--- src/rtl/rt_pkg.sv ---
package rt_pkg;

    typedef enum logic {
        PH_BUZZ   = 1'b0,
        PH_ANSWER = 1'b1
    } phase_e;

    typedef struct packed {
        logic [3:0] tens;
        logic [3:0] units;
    } bcd2_t;

    localparam bcd2_t BCD_ZERO = '0;

    function automatic bcd2_t to_bcd(input int unsigned v);
        bcd2_t r;
        r.tens  = 4'((v / 10) % 10);
        r.units = 4'(v % 10);
        return r;
    endfunction

    function automatic bcd2_t bcd_dec(input bcd2_t c);
        bcd2_t r;
        if (c.units == 4'd0) begin
            r.units = 4'd9;
            r.tens  = c.tens - 4'd1;
        end else begin
            r.units = c.units - 4'd1;
            r.tens  = c.tens;
        end
        return r;
    endfunction

    function automatic logic [6:0] bcd_val(input bcd2_t c);
        return 7'(c.tens) * 7'd10 + 7'(c.units);
    endfunction

endpackage

--- src/rtl/rt_tick_div.sv ---
module rt_tick_div #(
    parameter int TICKS_PER_SEC = 100
) (
    input  logic clk,
    input  logic rst,
    input  logic restart,
    input  logic run,
    input  logic hold,
    input  logic tick,
    output logic sec_step
);
    localparam int PW = (TICKS_PER_SEC > 2) ? $clog2(TICKS_PER_SEC) : 1;
    localparam logic [PW-1:0] LAST = PW'(TICKS_PER_SEC - 1);

    logic [PW-1:0] cnt;
    logic          adv;

    assign adv      = run && tick && !hold;
    assign sec_step = adv && (cnt == LAST);

    always_ff @(posedge clk) begin
        if (rst || restart) begin
            cnt <= '0;
        end else if (adv) begin
            cnt <= (cnt == LAST) ? '0 : cnt + 1'b1;
        end
    end


    prescale_hold_chk: assert property (@(posedge clk) disable iff (rst)
        (hold && !restart) |=> $stable(cnt));


    prescale_restart_chk: assert property (@(posedge clk) disable iff (rst)
        restart |=> (cnt == '0));

endmodule

--- src/rtl/rt_bcd_down.sv ---
module rt_bcd_down
    import rt_pkg::*;
#(
    parameter int BUZZ_SECS   = 10,
    parameter int ANSWER_SECS = 30
) (
    input  logic   clk,
    input  logic   rst,
    input  logic   load,
    input  phase_e phase,
    input  logic   step,
    output bcd2_t  count,
    output logic   timeout,
    output logic   active
);
    localparam bcd2_t PRE_BUZZ   = to_bcd(BUZZ_SECS);
    localparam bcd2_t PRE_ANSWER = to_bcd(ANSWER_SECS);
    localparam bcd2_t BCD_ONE    = to_bcd(1);

    bcd2_t preset;

    assign preset = (phase == PH_ANSWER) ? PRE_ANSWER : PRE_BUZZ;
    assign active = (count != BCD_ZERO);

    always_ff @(posedge clk) begin
        if (rst) begin
            count   <= BCD_ZERO;
            timeout <= 1'b0;
        end else begin
            timeout <= 1'b0;
            if (load) begin
                count <= preset;
            end else if (step && active) begin
                count   <= bcd_dec(count);
                timeout <= (count == BCD_ONE);
            end
        end
    end


    timeout_at_zero_chk: assert property (@(posedge clk) disable iff (rst)
        timeout |-> (count == BCD_ZERO));


    timeout_single_chk: assert property (@(posedge clk) disable iff (rst)
        timeout |=> !timeout);


    digits_legal_chk: assert property (@(posedge clk) disable iff (rst)
        (count.units <= 4'd9) && (count.tens <= 4'd9));


    idle_stays_zero_chk: assert property (@(posedge clk) disable iff (rst)
        (!active && !load) |=> (count == BCD_ZERO) && !timeout);

endmodule

--- src/rtl/rt_alarm.sv ---
module rt_alarm
    import rt_pkg::*;
#(
    parameter int ALARM_SECS = 5
) (
    input  bcd2_t count,
    output logic  alarm
);
    logic [6:0] remaining;

    assign remaining = bcd_val(count);
    assign alarm     = (remaining != 7'd0) && (remaining <= 7'(ALARM_SECS));

endmodule

--- src/rtl/round_timer.sv ---
module round_timer
    import rt_pkg::*;
#(
    parameter int TICKS_PER_SEC = 100,
    parameter int BUZZ_SECS     = 10,
    parameter int ANSWER_SECS   = 30,
    parameter int ALARM_SECS    = 5
) (
    input  logic       clk,
    input  logic       rst,
    input  logic       tick_en,
    input  logic       load,
    input  logic       phase_sel,
    input  logic       hold,
    output logic [3:0] tens_o,
    output logic [3:0] units_o,
    output logic       timeout_o,
    output logic       alarm_o
);
    bcd2_t  count;
    logic   active;
    logic   sec_step;
    phase_e phase;

    assign phase = phase_e'(phase_sel);

    rt_tick_div #(
        .TICKS_PER_SEC(TICKS_PER_SEC)
    ) u_div (
        .clk      (clk),
        .rst      (rst),
        .restart  (load),
        .run      (active),
        .hold     (hold),
        .tick     (tick_en),
        .sec_step (sec_step)
    );

    rt_bcd_down #(
        .BUZZ_SECS  (BUZZ_SECS),
        .ANSWER_SECS(ANSWER_SECS)
    ) u_cnt (
        .clk     (clk),
        .rst     (rst),
        .load    (load),
        .phase   (phase),
        .step    (sec_step),
        .count   (count),
        .timeout (timeout_o),
        .active  (active)
    );

    rt_alarm #(
        .ALARM_SECS(ALARM_SECS)
    ) u_alarm (
        .count (count),
        .alarm (alarm_o)
    );

    assign tens_o  = count.tens;
    assign units_o = count.units;


    hold_freeze_chk: assert property (@(posedge clk) disable iff (rst)
        (hold && !load) |=> $stable(count));


    load_preset_chk: assert property (@(posedge clk) disable iff (rst)
        load |=> (count == ($past(phase_sel) ? to_bcd(ANSWER_SECS) : to_bcd(BUZZ_SECS))));


    alarm_quiet_on_timeout_chk: assert property (@(posedge clk) disable iff (rst)
        timeout_o |-> !alarm_o);

endmodule

--- config.mk ---
export PLATFORM = sky130hd
export DESIGN_NAME = round_timer
export DESIGN_NICKNAME = d
export VERILOG_FILES = /design/src/rtl/rt_pkg.sv /design/src/rtl/rt_tick_div.sv /design/src/rtl/rt_bcd_down.sv /design/src/rtl/rt_alarm.sv /design/src/rtl/round_timer.sv
export SDC_FILE = /design/constraint.sdc
export NUM_CORES = 1
export LEC_CHECK = 0
export CORE_MARGIN = 8
export CORE_UTILIZATION = 58
export CTS_CLUSTER_DIAMETER = 120
export DETAILED_ROUTE_END_ITERATION = 7
export DONT_BUFFER_PORTS = 1
export GPL_TIMING_DRIVEN = 0
export PLACE_DENSITY = 0.76
export SLEW_MARGIN = 20
export SYNTH_ARGS = -nofsm -noshare
export SYNTH_HDL_FRONTEND = slang
export SYNTH_SLANG_ARGS = --single-unit
--- constraint.sdc ---
create_clock -name clk -period 5.29 [get_ports clk]
set_input_delay 0.7935 -clock clk [delete_from_list [all_inputs] [get_ports clk]]
set_output_delay 0.7935 -clock clk [all_outputs]
set_load 0.01 [all_outputs]
==> impl_metrics.ini, run 1 <==
[timing]
final_max_slew_viol_count = 0
finalSetupViolCount = 0
rsz0062_at_grt = false
hold_viol_final = 0
fin_crit_sh_pct = 66.98
final.min_clock_period_ns = 3.543
slew_headroom_pct = 52.02
skew_ns = 0.008449
worst_pin_slew_ns = 0.7166
fmax_mhz = 282.2
setup-tns-final_ns = 0

[drt]
wl_um = 2083
drtIter0Drc = 28
avgRoutedWirePerCell_um = 13.98
vias = 866
ant_nets = 0
dr.pass1.iters = 4
drc = 0
viasPerCell = 5.812

[hold_path]
min_path_cells = 2
hold_path.class = flop to flop

[global_routing]
grt_pass1_wl_um = 3691
overflow = 0
grt_start_max_net_pins = 11
grt_pass1_vias = 849
track_usage_pct = 13.52
antenna_found_initial = 0

[setup_path]
worst_setup_path_start_kind = flop
path_max_fanout = 6
reg2reg_setup_slack_ns = 3.08
rr_endpoint = u_div.cnt[5]$_SDFFE_PP0P_
crit_required_ns = 4.50
worstRegToRegCells = 7
cp-startpoint = u_cnt.count[5]$_SDFFE_PP0P_
r2r_start = u_cnt.count[0]$_SDFFE_PP0P_
worst_setup_path_end_kind = output pin
crit_path_end = alarm_o
path_class = flop to output pin
cp.arrival_ns = 2.75

[placement]
dp_hpwl_um = 1633
place_congestion = 0.7849
dpl_cell_area_um2 = 1136
portBuffers = 0

[logic_synthesis]
synthFlopType = dfxtp_1
ys_types = 38
synth_top_area_cell = dfxtp_1
yosysMostFrequentCell = dfxtp_1
synth.area.top_cells = dfxtp_1 (29%), ha_1 (15%), xnor2_1 (5.5%)
syn_nets = 142
ys_seq_area_share_pct = 28.99
syn_inst = 121
ys_ff_latch = 16
synth_async_sr_flop_share_pct = 0
synth_area_um2 = 1105
syn_avg_cell_area_um2 = 9.131
yosysWarningCount = 0
synth_common_cells = dfxtp_1 (16), ha_1 (13), nor2_1 (13)
synth-edff-count = 0
synth_top_area_share_pct = 28.99

[floorplan]
num_rows = 15
die_h_um = 59.65
die_area_um2 = 3558
core_um2 = 1764
io-pin-count = 16
die-width_um = 59.65
start_util_pct = 62.62

[final_layout]
finish.net_count = 147
fillers = 157
drive_gt1_share_pct = 7.258
fin_area_um2 = 1159
area_growth_pct = 4.870
diodes = 0

[power]
p_leak_uw = 0.0004271
powerDensity_nw_per_um2 = 179.3
max-vdd-ir-drop_mv = 0.1362

[clock_network]
clkSinkCount = 16
cts-root-buf = clkbuf_4
clk_pin_slew_ns = 0.08
cts_resized = 0
cts_buffers = 3
cts_max_level = 1
clk_latency_ns = 0.29
max-clock-path-buffers = 2
post_cts_buffers = 0
postCtsHoldBufs = 0
cts_tree = built

[run_status]
status = finished clean

[job]
max_cap_violations = 0
## metrics by stage
stage	hold slack, ns	worst slack [ns]	utilization (%)	instances	total power, µW
after floorplan	0.4768	2.199	-	121	143.0
after global placement	0.4949	2.073	64.40	146	146.8
after detailed placement	0.5057	2.040	64.40	146	147.1
after CTS	0.5298	1.722	65.67	149	208.8
after global routing	0.5497	1.629	65.67	149	216.5
final	0.5236	1.747	65.67	149	207.7
## cell type report
class / count / area, µm² / share of cell area (%)
sequential: 16 / 320.3 / 27.65
tap: 25 / 31.28 / 2.700
multi-input combinational: 94 / 743.2 / 64.15
clock buffer: 3 / 22.52 / 1.944
buffer: 2 / 7.507 / 0.6479
inverter: 9 / 33.78 / 2.916
## per-layer routing
metal	up-vias	track usage (%)	routed length, µm
met3	5	6.941	163
met5	-	0	0
met1	396	15.33	945
met2	18	20.46	940
met4	0	6.122	34
li1	447	-	-
## worst min path at each step
stage | startpoint | to | slack (ns)
final | u_div.cnt[6]$_SDFFE_PP0P_ | u_div.cnt[6]$_SDFFE_PP0P_ | 0.52
after global routing | rst | u_cnt.count[4]$_SDFFE_PP0P_ | 0.55
after CTS | u_div.cnt[6]$_SDFFE_PP0P_ | u_div.cnt[6]$_SDFFE_PP0P_ | 0.53
after detailed placement | u_div.cnt[6]$_SDFFE_PP0P_ | u_div.cnt[6]$_SDFFE_PP0P_ | 0.51
after global placement | u_div.cnt[6]$_SDFFE_PP0P_ | u_div.cnt[6]$_SDFFE_PP0P_ | 0.49
after floorplan | u_div.cnt[6]$_SDFFE_PP0P_ | u_div.cnt[6]$_SDFFE_PP0P_ | 0.48
## worst max-delay path, stage by stage, from the launching register on
cell and delay (ns):
dfxtp_1 0.54, ha_1 0.30, ha_1 0.19, inv_1 0.06, fa_1 0.42, or4b_1 0.52, or3_1 0.31, o31ai_1 0.13
## cells in the final DEF, fill, tap and decap left out, types with 2 or more instances in the layout
master     count
dfxtp_1       16
clkbuf_4       3
or3_1          2
nor3_1         7
mux2i_1        2
a31o_1         3
fa_1           2
a2111oi_0      2
nor2_1        13
xor2_1         2
inv_1          9
xnor2_1        7
a21oi_1        7
a211oi_1       4
ha_1          13
nand2b_1       2
nand2_1        8
## state kept, by name (all words and copies together), names as in the netlist
name and count:
u_cnt.count 8, u_cnt.timeout 1, u_div.cnt 7
## logic make-up (layout without fill, tap and decap cells)
family | count (synthesis) | after routing | share of synthesized area, %
and+or+nand+nor | 46 | 46 | 24.24
AOI/OAI and AO/OA | 21 | 21 | 14.72
DFF | 16 | 16 | 28.99
adders and majority gates | 15 | 15 | 18.35
buffers and inverters | 11 | 14 | 3.736
xor gates and xnor gates | 9 | 9 | 7.135
muxes | 3 | 3 | 2.831
## power breakdown
part / leakage, µW / internal (µW) / switching [µW]
sequential: 0.000129 / 122 / 2.90
clock: 0.0000138 / 26.5 / 36.9
combinational: 0.000284 / 8.23 / 11.6
Note: power is estimated with default switching activity, not from simulation.
==> inputs of run 2 (changes only) <==
--- a/config.mk
+++ b/config.mk
@@ -5,8 +5,9 @@
 export SDC_FILE = /design/constraint.sdc
 export NUM_CORES = 1
 export LEC_CHECK = 0
+export ABC_AREA = 1
 export CORE_MARGIN = 8
-export CORE_UTILIZATION = 58
+export CORE_UTILIZATION = 56
 export CTS_CLUSTER_DIAMETER = 120
 export DETAILED_ROUTE_END_ITERATION = 7
 export DONT_BUFFER_PORTS = 1
==> constraint.sdc (replaced) <==
create_clock -name clk -period 3.03 [get_ports clk]
set_input_delay 0.4545 -clock clk [delete_from_list [all_inputs] [get_ports clk]]
set_output_delay 0.4545 -clock clk [all_outputs]
set_load 0.01 [all_outputs]
==> run 2 against run 1 <==
  * Final cell count is 34% higher
  * Die area is 9.6% higher
  * Combinational power grew to 3.0 times the previous value
  * Setup slack worse by 1.5 ns
  * Critical path depth is 2 higher
  * Wire length is 22% higher
  * Critical path type unchanged
  * Highest routed layer unchanged
==> impl_metrics.ini, run 2 <==
[run_status]
status = finished clean

[final_layout]
top_register = u_cnt.count
top_regs = u_cnt.count (8), u_div.cnt (7), u_cnt.timeout (1)
drive_gt1_share_pct = 11.11
final_cell_mix = nand2_1 (30), inv_1 (20), nand3_1 (17), nor2_1 (17), dfxtp_1 (16)
multiInputGateArea_um2 = 793.3
regArea_um2 = 320.3
final_common_cell = nand2_1
area_growth_pct = 5.901
largest_reg_flops = 8
finish.net_count = 193
fillers = 216
fin_area_um2 = 1280
diodes = 0

[placement]
portBuffers = 0
dp_hpwl_um = 2061
place_congestion = 0.8245
dpl_cell_area_um2 = 1244

[logic_synthesis]
syn_nets = 188
synth_top_area_share_pct = 26.50
synth_area_um2 = 1209
ys_types = 30
yosysWarningCount = 0
ys_ff_latch = 16
synth_top_area_cell = dfxtp_1
synth_common_cells = nand2_1 (30), inv_1 (20), nand3_1 (17), nor2_1 (17), dfxtp_1 (16)
synth-edff-count = 0
synth.area.top_cells = dfxtp_1 (27%), ha_1 (13%), nand2_1 (9.3%)
ys_seq_area_share_pct = 26.50
syn_avg_cell_area_um2 = 7.237
yosysMostFrequentCell = nand2_1
synth_async_sr_flop_share_pct = 0
synthFlopType = dfxtp_1
syn_inst = 167

[drt]
avgRoutedWirePerCell_um = 12.75
drc = 0
ant_nets = 0
dr.pass1.iters = 4
viasPerCell = 5.462
wl_um = 2538
vias = 1087
drtIter0Drc = 46

[clock_network]
clk_pin_slew_ns = 0.10
cts_max_level = 1
clkSinkCount = 16
max-clock-path-buffers = 2
post_cts_buffers = 0
cts_resized = 0
postCtsHoldBufs = 0
cts_tree = built
cts-root-buf = clkbuf_4
clk_latency_ns = 0.28
cts_buffers = 3

[global_routing]
grt_util_met3_pct = 2.867
track_usage_pct = 13.46
met2_usage_pct = 25.61
grt_pass1_vias = 1073
grt_pass1_wl_um = 4491
antenna_found_initial = 0
top_usage_layer = met2
grt_use_met1_pct = 14.51
overflow = 0
grt_start_max_net_pins = 10

[setup_path]
rr_endpoint = u_div.cnt[3]$_SDFFE_PP0P_
path_max_fanout = 7
r2r_start = u_cnt.count[4]$_SDFFE_PP0P_
worst_setup_path_start_kind = flop
reg2reg_setup_slack_ns = 1.26
path_class = flop to output pin
worst_setup_path_end_kind = output pin
worstRegToRegCells = 9
cp.arrival_ns = 2.34
crit_required_ns = 2.58

[hold_path]
hold_path.class = input port to flop
hold_path.startpoint = load
min_to = u_cnt.timeout$_SDFF_PP0_
min_path_cells = 1

[timing]
final_max_slew_viol_count = 0
fmax_mhz = 357.7
hold_viol_final = 0
slew_headroom_pct = 71.86
skew_ns = 0.002403
setup-tns-final_ns = 0
rsz0062_at_grt = false
final.min_clock_period_ns = 2.796
finalSetupViolCount = 0
fin_crit_sh_pct = 92.26
worst_pin_slew_ns = 0.4215

[power]
p_leak_uw = 0.0005912
powerDensity_nw_per_um2 = 329.1
max-vdd-ir-drop_mv = 0.2000

[floorplan]
start_util_pct = 56.82
die_area_um2 = 3901
io-pin-count = 16
die-width_um = 62.46
core_um2 = 2127
die_h_um = 62.46
num_rows = 17

[job]
max_cap_violations = 0
==> run 2: cell count changes after synthesis, moves of 4 or more <==
| cell | delta |
|---|---|
| xnor2_1 | -6 |
| inv_1 | +11 |
| nand2_1 | +22 |
| o21ai_0 | +5 |
| nor2_1 | +4 |
| nand4_1 | +4 |
| a211oi_1 | -4 |
| nand3_1 | +16 |
==> run 2: worst max-delay path, stage by stage (launching register included) <==
cell and delay (ns):
dfxtp_1 0.45, ha_1 0.35, ha_1 0.14, inv_1 0.04, fa_1 0.37, xnor2_1 0.20
nand2_1 0.08, a21oi_1 0.13, nand3_1 0.08, nor2_1 0.22
==> run 2: layer usage <==
layer,wire [µm],vias to the layer above,share of wire (%)
met4,12,0,0.47
met2,1367,20,54
li1,-,560,-
met3,96,2,3.8
met5,0,-,0
met1,1061,505,42
==> run 2: cell type report <==
class / instances / share of cell area (%)
multi-input combinational: 126 / 61.97
inverter: 24 / 7.136
clock buffer: 4 / 2.835
tap: 28 / 2.737
sequential: 16 / 25.02
buffer: 1 / 0.2933
==> run 2: how the worst max path moves through the flow <==
stage,startpoint,end,depth (start not counted),slack [ns]
detailed placement,u_cnt.count[5]$_SDFFE_PP0P_,alarm_o,9,0.54
floorplan,u_cnt.count[5]$_SDFFE_PP0P_,alarm_o,9,0.75
finish,u_cnt.count[5]$_SDFFE_PP0P_,alarm_o,9,0.23
CTS,u_cnt.count[5]$_SDFFE_PP0P_,alarm_o,9,0.21
global route,u_cnt.count[5]$_SDFFE_PP0P_,alarm_o,9,0.03
global placement,u_cnt.count[5]$_SDFFE_PP0P_,alarm_o,9,0.59
==> run 2: power by group <==
group          internal [µW]  switching, µW  total (µW)
clock                   73.1           67.9         141
combinational           22.3           36.2        58.5
sequential               214           8.19         222
==> run 2: kinds of logic after synthesis <==
family	share of synthesized area [%]
compound gates	8.385
simple gates	37.58
xor+xnor	2.899
flops	26.50
fa+ha+maj	16.77
buf+inv	7.867
==> run 2: through the flow <==
step / utilization (%) / hold slack (ns) / instances / power (µW) / setup WS (ns)
floorplan: - / 0.4683 / 167 / 272.0 / 0.7518
global placement: 58.47 / 0.4872 / 195 / 282.0 / 0.5895
detailed placement: 58.47 / 0.4986 / 195 / 285.3 / 0.5376
CTS: 60.18 / 0.2281 / 199 / 428.0 / 0.2122
global route: 60.18 / 0.2278 / 199 / 443.6 / 0.03007
finish: 60.18 / 0.2362 / 199 / 421.3 / 0.2344
==> inputs of run 3 (changes only) <==
--- a/config.mk
+++ b/config.mk
@@ -6,13 +6,14 @@
 export NUM_CORES = 1
 export LEC_CHECK = 0
 export ABC_AREA = 1
-export CORE_MARGIN = 8
-export CORE_UTILIZATION = 56
+export BUFFER_PORTS_ARGS = -buffer_cell sky130_fd_sc_hd__buf_2
+export CORE_ASPECT_RATIO = 0.75
+export CORE_MARGIN = 1
+export CORE_UTILIZATION = 51
 export CTS_CLUSTER_DIAMETER = 120
 export DETAILED_ROUTE_END_ITERATION = 7
-export DONT_BUFFER_PORTS = 1
 export GPL_TIMING_DRIVEN = 0
-export PLACE_DENSITY = 0.76
+export PLACE_DENSITY = 0.77
 export SLEW_MARGIN = 20
 export SYNTH_ARGS = -nofsm -noshare
 export SYNTH_HDL_FRONTEND = slang
==> run 3 against run 2 <==
  * Core utilization up 4.1 points
  * Clock-buffer cell count unchanged
  * Final cell count up 9.0%
  * Clock power about the same
  * Via count up 5.3%
  * Die area down 34%
  * Wire length up 3.7%
  * Critical path type unchanged
  * Largest power group unchanged
==> impl_metrics.ini, run 3 (same netlist as run 2, synthesis figures left out) <==
[floorplan]
io-pin-count = 16
die-width_um = 58.21
core_um2 = 2120
die_h_um = 44.16
start_util_pct = 57.02
die_area_um2 = 2571
num_rows = 14

[timing]
skew_ns = 0.007935
setup-tns-final_ns = 0
slew_headroom_pct = 74.86
hold_viol_final = 0
finalSetupViolCount = 0
fin_crit_sh_pct = 89.90
final_max_slew_viol_count = 0
final.min_clock_period_ns = 2.724
worst_pin_slew_ns = 0.3757
fmax_mhz = 367.1
fin_ws_ns = 0.3060
rsz0062_at_grt = false

[global_routing]
top_usage_layer = met2
grt_start_max_net_pins = 10
grt_util_met3_pct = 4.386
grt_pass1_vias = 1085
track_usage_pct = 23.58
overflow = 0
grt_use_met1_pct = 32.73
grt_pass1_wl_um = 4588
antenna_found_initial = 0
met2_usage_pct = 38.16

[power]
powerDensity_nw_per_um2 = 314.0
internal-power_uw = 313.8
clock_power_share_pct = 33.0
p_sw_uw = 114.0
p_total_uw = 427.8
max-vdd-ir-drop_mv = 0.3179
p_leak_uw = 0.0006691
p_seq_share_pct = 51.3
comb_power_share_pct = 15.7
switching_share_pct = 26.65

[hold_path]
hold_path.class = input port to flop

[final_layout]
diodes = 0
final_common_cell = nand2_1
finish.net_count = 207
area_growth_pct = 12.73
final_cell_mix = nand2_1 (30), inv_1 (20), nand3_1 (17), nor2_1 (17), dfxtp_1 (16)
drive_gt1_share_pct = 18.38
largest_reg_flops = 8
utilization_pct = 64.29
top_regs = u_cnt.count (8), u_div.cnt (7), u_cnt.timeout (1)
top_register = u_cnt.count

[drt]
drc = 0
dr.pass1.iters = 4
avgRoutedWirePerCell_um = 12.12
drtIter0Drc = 60
vias = 1145
wl_um = 2631
viasPerCell = 5.276
ant_nets = 0

[setup_path]
worst_setup_path_start_kind = flop
worst_setup_path_end_kind = output pin
crit_required_ns = 2.58
cp.arrival_ns = 2.27
path_class = flop to output pin
path_max_fanout = 7

[clock_network]
max-clock-path-buffers = 2
clkSinkCount = 16
post_cts_buffers = 0
cts-root-buf = clkbuf_4
postCtsHoldBufs = 0
cts_buffers = 3
cts_tree = built
clk_pin_slew_ns = 0.10
cts_max_level = 1
clk_latency_ns = 0.29

[placement]
dp_hpwl_um = 2088
place_congestion = 0.8412
portBuffers = 14
pre_cts_slack_ns = 0.5838

[job]
max_cap_violations = 0

[run_status]
status = finished clean
run 3: metal layers:
metal | routed length [µm] | up-vias
met5 | 0 | -
met4 | 31 | 0
met1 | 1254 | 506
met3 | 186 | 6
met2 | 1157 | 44
li1 | - | 589
run 3: critical path: stages, from the launching register on:
cell     delay, ns
dfxtp_1       0.41
ha_1          0.33
ha_1          0.14
inv_1         0.05
fa_1          0.40
xnor2_2       0.16
nand2_1       0.07
a21oi_1       0.12
nand3_1       0.08
nor2_1        0.09
buf_2         0.13
run 3: per-stage QoR:
| step | cell area [µm²] | std cells | hold slack, ns |
|---|---|---|---|
| 6_report | 1363 | 217 | 0.4225 |
| 5_1_grt | 1363 | 217 | 0.4176 |
| 4_1_cts | 1355 | 217 | 0.4082 |
| 3_5_place_dp | 1319 | 213 | 0.5097 |
| 3_3_place_gp | 1319 | 213 | 0.4846 |
| 2_1_floorplan | 1209 | 167 | 0.4683 |
run 3: final timing paths:
path / start / end / cells past startpoint / slack [ns]
setup / recovery: u_cnt.count[5]$_SDFFE_PP0P_ / alarm_o / 10 / 0.31
hold / removal: load / u_cnt.timeout$_SDFF_PP0_ / 2 / 0.42
setup reg to reg: u_cnt.count[5]$_SDFFE_PP0P_ / u_div.cnt[3]$_SDFFE_PP0P_ / 9 / 1.36
hold reg to reg: u_div.cnt[0]$_SDFFE_PP0P_ / u_div.cnt[0]$_SDFFE_PP0P_ / 2 / 0.52
run 3: what timing repair did:
| action | 4_1_cts | 5_1_grt |
|---|---|---|
| hold endpoints to repair | 0 | 0 |
| setup endpoints to repair | 0 | 1 |
| gates resized for setup | 0 | 1 |
run 3: power by group through the flow:
| stage | logic [µW] | registers (µW) | clock network, µW |
|---|---|---|---|
| after CTS | 67.0 | 219 | 145 |
| final | 67.1 | 220 | 141 |
| after global placement | 64.4 | 224 | 0 |
| after detailed placement | 66.3 | 224 | 0 |
| after global routing | 77.4 | 221 | 153 |
| after floorplan | 47.8 | 224 | 0 |
run 3: final cells by class:
class | count | area (µm²)
fillers | 186 | 757.0
clock buffers | 4 | 36.28
repair buffers | 14 | 70.07
plain buffers | 1 | 3.754
well taps | 32 | 40.04
multi-input cells | 126 | 800.8
inverters | 24 | 91.34
flip-flops and latches | 16 | 320.3
